$ cat config.mk
export PLATFORM = sky130hd
export DESIGN_NAME = extirq_ctrl
export DESIGN_NICKNAME = d
export VERILOG_FILES = /design/src/rtl/extirq_pkg.sv /design/src/rtl/extirq_sync.sv /design/src/rtl/extirq_detect.sv /design/src/rtl/extirq_arb.sv /design/src/rtl/extirq_ctrl.sv
export SDC_FILE = /design/constraint.sdc
export NUM_CORES = 1
export LEC_CHECK = 0
export BUFFER_PORTS_ARGS = -buffer_cell sky130_fd_sc_hd__buf_2
export CORE_UTILIZATION = 53
export DETAILED_ROUTE_END_ITERATION = 8
export PLACE_DENSITY = 0.77
export SLEW_MARGIN = 40
export SYNTH_ARGS = -nofsm -noshare
export SYNTH_HDL_FRONTEND = slang
export SYNTH_HIERARCHICAL = 1
export SYNTH_SLANG_ARGS = --single-unit
$ cat constraint.sdc
create_clock -name clk_i -period 9.06 [get_ports clk_i]
set_input_delay 2.265 -clock clk_i [delete_from_list [all_inputs] [get_ports clk_i]]
set_output_delay 2.265 -clock clk_i [all_outputs]
set_load 0.02 [all_outputs]
$ cat src/rtl/extirq_pkg.sv
package extirq_pkg;

    typedef enum logic [1:0] {
        SENSE_LOW  = 2'b00,
        SENSE_FALL = 2'b01,
        SENSE_RISE = 2'b10,
        SENSE_BOTH = 2'b11
    } sense_e;

    typedef enum logic [1:0] {
        REG_FLAG   = 2'd0,
        REG_ENABLE = 2'd1,
        REG_SENSE  = 2'd2,
        REG_LEVEL  = 2'd3
    } reg_addr_e;

endpackage

$ cat src/rtl/extirq_sync.sv
module extirq_sync #(
    parameter int unsigned N_PINS = 8
) (
    input  logic              clk_i,
    input  logic              rst_ni,
    input  logic [N_PINS-1:0] pin_i,
    output logic [N_PINS-1:0] cur_o,
    output logic [N_PINS-1:0] prev_o
);
    typedef struct packed {
        logic [N_PINS-1:0] meta;
        logic [N_PINS-1:0] cur;
        logic [N_PINS-1:0] prev;
    } sync_t;

    sync_t st_d, st_q;

    always_comb begin
        st_d.meta = pin_i;
        st_d.cur  = st_q.meta;
        st_d.prev = st_q.cur;
    end

    // Idle-high reset: no spurious level or edge hit after reset
    always_ff @(posedge clk_i or negedge rst_ni) begin
        if (!rst_ni) st_q <= '1;
        else         st_q <= st_d;
    end

    assign cur_o  = st_q.cur;
    assign prev_o = st_q.prev;
endmodule

$ cat src/rtl/extirq_detect.sv
module extirq_detect
    import extirq_pkg::*;
#(
    parameter int unsigned N_PINS = 8
) (
    input  logic                clk_i,
    input  logic                rst_ni,
    input  logic [N_PINS-1:0]   cur_i,
    input  logic [N_PINS-1:0]   prev_i,
    input  logic [2*N_PINS-1:0] sense_i,
    input  logic [N_PINS-1:0]   clr_i,
    output logic [N_PINS-1:0]   flag_o
);
    typedef struct packed {
        logic [N_PINS-1:0] flag;
    } det_t;

    det_t              st_d, st_q;
    logic [N_PINS-1:0] hit;

    always_comb begin
        for (int i = 0; i < N_PINS; i++) begin
            unique case (sense_e'(sense_i[2*i +: 2]))
                SENSE_LOW:  hit[i] = !cur_i[i];
                SENSE_FALL: hit[i] = prev_i[i] && !cur_i[i];
                SENSE_RISE: hit[i] = !prev_i[i] && cur_i[i];
                default:    hit[i] = prev_i[i] ^ cur_i[i];
            endcase
        end
        // A new hit dominates a clear in the same cycle
        st_d.flag = hit | (st_q.flag & ~clr_i);
    end

    always_ff @(posedge clk_i or negedge rst_ni) begin
        if (!rst_ni) st_q <= '0;
        else         st_q <= st_d;
    end

    assign flag_o = st_q.flag;
endmodule

$ cat src/rtl/extirq_arb.sv
module extirq_arb #(
    parameter int unsigned N_PINS   = 8,
    parameter int unsigned LVL_W    = 3,
    parameter int unsigned VEC_W    = 5,
    parameter int unsigned VEC_BASE = 16
) (
    input  logic                    clk_i,
    input  logic                    rst_ni,
    input  logic [N_PINS-1:0]       req_i,
    input  logic [N_PINS*LVL_W-1:0] lvl_i,
    input  logic [LVL_W-1:0]        mask_i,
    output logic                    irq_o,
    output logic [VEC_W-1:0]        vec_o,
    output logic [LVL_W-1:0]        win_lvl_o
);
    typedef struct packed {
        logic             irq;
        logic [VEC_W-1:0] vec;
        logic [LVL_W-1:0] lvl;
    } arb_t;

    arb_t             st_d, st_q;
    logic             found;
    logic [LVL_W-1:0] best_lvl;
    int unsigned      best_idx;

    always_comb begin
        found    = 1'b0;
        best_lvl = '0;
        best_idx = 0;
        // Ascending scan with strict compare: equal levels keep the lower index
        for (int unsigned i = 0; i < N_PINS; i++) begin
            if (req_i[i] && (!found || lvl_i[LVL_W*i +: LVL_W] > best_lvl)) begin
                found    = 1'b1;
                best_lvl = lvl_i[LVL_W*i +: LVL_W];
                best_idx = i;
            end
        end
        st_d.irq = found && (best_lvl > mask_i);
        st_d.vec = st_d.irq ? VEC_W'(VEC_BASE + best_idx) : '0;
        st_d.lvl = st_d.irq ? best_lvl : '0;
    end

    always_ff @(posedge clk_i or negedge rst_ni) begin
        if (!rst_ni) st_q <= '0;
        else         st_q <= st_d;
    end

    assign irq_o     = st_q.irq;
    assign vec_o     = st_q.vec;
    assign win_lvl_o = st_q.lvl;
endmodule

$ cat src/rtl/extirq_ctrl.sv
module extirq_ctrl
    import extirq_pkg::*;
#(
    parameter int unsigned N_PINS   = 8,
    parameter int unsigned LVL_W    = 3,
    parameter int unsigned VEC_W    = 5,
    parameter int unsigned VEC_BASE = 16
) (
    input  logic                    clk_i,
    input  logic                    rst_ni,
    input  logic [N_PINS-1:0]       pin_i,
    input  logic                    wr_en_i,
    input  logic [1:0]              addr_i,
    input  logic [N_PINS*LVL_W-1:0] wdata_i,
    output logic [N_PINS*LVL_W-1:0] rdata_o,
    input  logic [LVL_W-1:0]        mask_i,
    output logic                    irq_o,
    output logic [VEC_W-1:0]        vec_o
);
    localparam int unsigned DATA_W  = N_PINS * LVL_W;
    localparam int unsigned SENSE_W = 2 * N_PINS;

    typedef struct packed {
        logic [N_PINS-1:0]  en;
        logic [SENSE_W-1:0] sense;
        logic [DATA_W-1:0]  lvl;
    } cfg_t;

    cfg_t              cfg_d, cfg_q;
    logic [N_PINS-1:0] cur_pin, prev_pin, flag_q, clr_vec, req_vec;
    logic [LVL_W-1:0]  win_lvl;

    extirq_sync #(.N_PINS(N_PINS)) u_sync (
        .clk_i (clk_i),
        .rst_ni(rst_ni),
        .pin_i (pin_i),
        .cur_o (cur_pin),
        .prev_o(prev_pin)
    );

    extirq_detect #(.N_PINS(N_PINS)) u_detect (
        .clk_i  (clk_i),
        .rst_ni (rst_ni),
        .cur_i  (cur_pin),
        .prev_i (prev_pin),
        .sense_i(cfg_q.sense),
        .clr_i  (clr_vec),
        .flag_o (flag_q)
    );

    always_comb begin
        cfg_d   = cfg_q;
        clr_vec = '0;
        if (wr_en_i) begin
            unique case (reg_addr_e'(addr_i))
                REG_FLAG:   clr_vec     = wdata_i[N_PINS-1:0];
                REG_ENABLE: cfg_d.en    = wdata_i[N_PINS-1:0];
                REG_SENSE:  cfg_d.sense = wdata_i[SENSE_W-1:0];
                default:    cfg_d.lvl   = wdata_i;
            endcase
        end
        unique case (reg_addr_e'(addr_i))
            REG_FLAG:   rdata_o = DATA_W'(flag_q);
            REG_ENABLE: rdata_o = DATA_W'(cfg_q.en);
            REG_SENSE:  rdata_o = DATA_W'(cfg_q.sense);
            default:    rdata_o = cfg_q.lvl;
        endcase
    end

    always_ff @(posedge clk_i or negedge rst_ni) begin
        if (!rst_ni) cfg_q <= '0;
        else         cfg_q <= cfg_d;
    end

    assign req_vec = flag_q & cfg_q.en;

    extirq_arb #(
        .N_PINS  (N_PINS),
        .LVL_W   (LVL_W),
        .VEC_W   (VEC_W),
        .VEC_BASE(VEC_BASE)
    ) u_arb (
        .clk_i    (clk_i),
        .rst_ni   (rst_ni),
        .req_i    (req_vec),
        .lvl_i    (cfg_q.lvl),
        .mask_i   (mask_i),
        .irq_o    (irq_o),
        .vec_o    (vec_o),
        .win_lvl_o(win_lvl)
    );
endmodule

==> results_dict.tcl <==
set metrics [dict create \
    outcome "finished with violations" \
    violations "setup timing" \
    clk_pin_slew_ns 0.09 \
    fillCellCount 620 \
    critPathKind "reg -> reg" \
    fmax_mhz 104 \
    p_int_mw 1.58 \
    p_total_mw 2.68 \
    setup_violations 4 \
    min_period_ns 9.59 \
    cts_tree "yes" \
    clock_latency_ns 0.37 \
    clockBufferDepth 2 \
    clkSinkCount 84 \
    cts-buffers-inserted 9 \
    drc 0 \
    grtUsageTotal_pct 27.0 \
    power_switching_mw 1.11 \
    cp_slowest_cell "dfrtp_1" \
    hold_class "reg -> reg" \
    peakVddDrop_uv 213 \
    pwr-share-seq_pct 18.6 \
    setup_slack_ns -0.534 \
    vias 4015 \
    combPwrFrac_pct 70.8 \
    antenna_found_initial 0 \
    wire_per_inst_um 19.4 \
    htreeDepth 3 \
    dieWidth_um 99.6 \
    syn_area_per_cell_um2 11.7 \
    dp_hpwl_um 7580 \
    p_clk_share_pct 10.6 \
    die-height_um 99.6 \
    drt_wl_total_um 13400 \
    finalClockSkew_ns 0.00890 \
    cap_violations 0 \
    finalCritPeriodShare_pct 106 \
    synth.net_count 512 \
    grt_pass1_vias 4109 \
    start_kind "register" \
    hold_violations 0 \
    switching_share_pct 41.3 \
    routed_via_density 5.80 \
    cp-end-kind "register" \
    grt_pass1_wl_um 20300 \
    pin_count 70 \
    rows 35 \
    worst_pin_slew_ns 0.787 \
    diodes 0 \
    syn_area_mm2 0.00505 \
    gp_congestion 0.901 \
    critical-path-max-stage-delay_ns 0.40 \
    yosysWarnings 6 \
    drtIter0Drc 241 \
    drive_above_1_share_pct 56.1 \
    pre_cts_slack_ns -0.512 \
    crit_path_frequent_cell "ha_4" \
    synthCells 432 \
    grt_max_degree 85 \
    dr.pass1.iters 4 \
    initial_core_util_pct 54.7 \
    core_area_mm2 0.00924 \
    crit_fanout 5 \
    slew_violations 0 \
    grt_overflow_total 0 \
    relSlewSlack_pct 47.6 \
    numPortBuffers 68 \
    syn2layout_area_growth_pct 30.5 \
    r2r_slack_ns -0.53 \
    cts_hold_buf 0 \
    cp.arrival_ns 9.88 \
    p_per_area_mw_per_mm2 407 \
    rsz0062_at_grt "yes" \
    postRouteAntennaNets 0 \
    dieArea_mm2 0.00992 \
    leakage_nw 3.07 \
    required_ns 9.35 \
    clockRootBuffer "clkbuf_8" \
    final_nets 638 \
]
## sequential cells by signal (all words and copies together), names as in the netlist
name and flops:
cfg_q 48, u_arb/vec_o 4, u_detect/flag_o 8, u_sync/cur_o 8, u_sync/prev_o 8, u_sync/st_d 8
## worst max-delay path: cells and delay by family (launching register included)
family	cells	cell delay, ns
AO/OA/AOI/OAI	28	5.16
adder cells (fa/ha/maj)	8	2.12
AND/OR/NAND/NOR	11	1.44
flip-flops	1	0.40
buffers and inverters	3	0.36
## power by group through the flow
| stage | Combinational, mW | Sequential [mW] | Clock, mW |
|---|---|---|---|
| 3_5_place_dp | 1.11 | 0.501 | 0 |
| 6_report | 1.90 | 0.500 | 0.284 |
| 2_1_floorplan | 0.838 | 0.490 | 0 |
| 5_1_grt | 2.00 | 0.509 | 0.306 |
| 3_3_place_gp | 1.08 | 0.497 | 0 |
| 4_1_cts | 1.45 | 0.497 | 0.291 |
## path summary, 6_finish.rpt
kind,startpoint,endpoint,depth (start not counted)
worst max register to register,cfg_q[40],u_arb/vec_o[1],50
max in group asynchronous,rst_ni,cfg_q[3],1
worst min register to register,u_sync/st_d[15],u_sync/cur_o[7],0
min in group asynchronous,rst_ni,cfg_q[36],1
worst min-delay path,u_sync/st_d[15],u_sync/cur_o[7],0
worst max-delay path,cfg_q[40],u_arb/vec_o[1],50
## final cells by class
class                   instances  area, um2  share of cell area [%]
multi-input cells             277       3020                    45.9
well taps                     129        161                    2.45
clock buffers                  10        138                    2.09
clock inverters                 6       71.3                    1.08
flip-flops and latches         84       2130                    32.4
inverters                      49        184                    2.79
repair buffers                137        878                    13.3
## metrics by stage
step	instances	hold WS, ns	setup TNS (ns)	cell area [um2]	util, %
finish	692	0.355	-1.91	6590	71.3
global route	692	0.361	-2.87	6590	71.3
CTS	677	0.360	-0.527	6240	67.6
detailed placement	627	0.347	-2.04	5570	60.3
global placement	627	0.346	-0.348	5570	60.3
floorplan	432	0.345	0	5090	-
## placed cells by master, fill, tap and decap left out, drive strengths merged, types with 12 or more instances in the layout
cell,n
nand2,13
mux4,15
nor2b,12
dfstp,24
o21ai,15
and2,18
ha,40
a21oi,15
inv,51
dfrtp,60
buf,136
mux2,48
## layer usage
layer  vias to the layer above  wire length [um]  track usage, %
li1                       1789                 -               -
met4                         0               658            14.0
met2                       179              6810            46.9
met3                        56               682            4.85
met5                         -                 0               0
met1                      1991              5240            32.2
## what timing repair did
action,in CTS,in global routing
setup endpoints to repair,4,4
buffers inserted,34,15
pin swaps,25,30
gates resized for setup,43,44
Power figures use the tool's default switching activity.
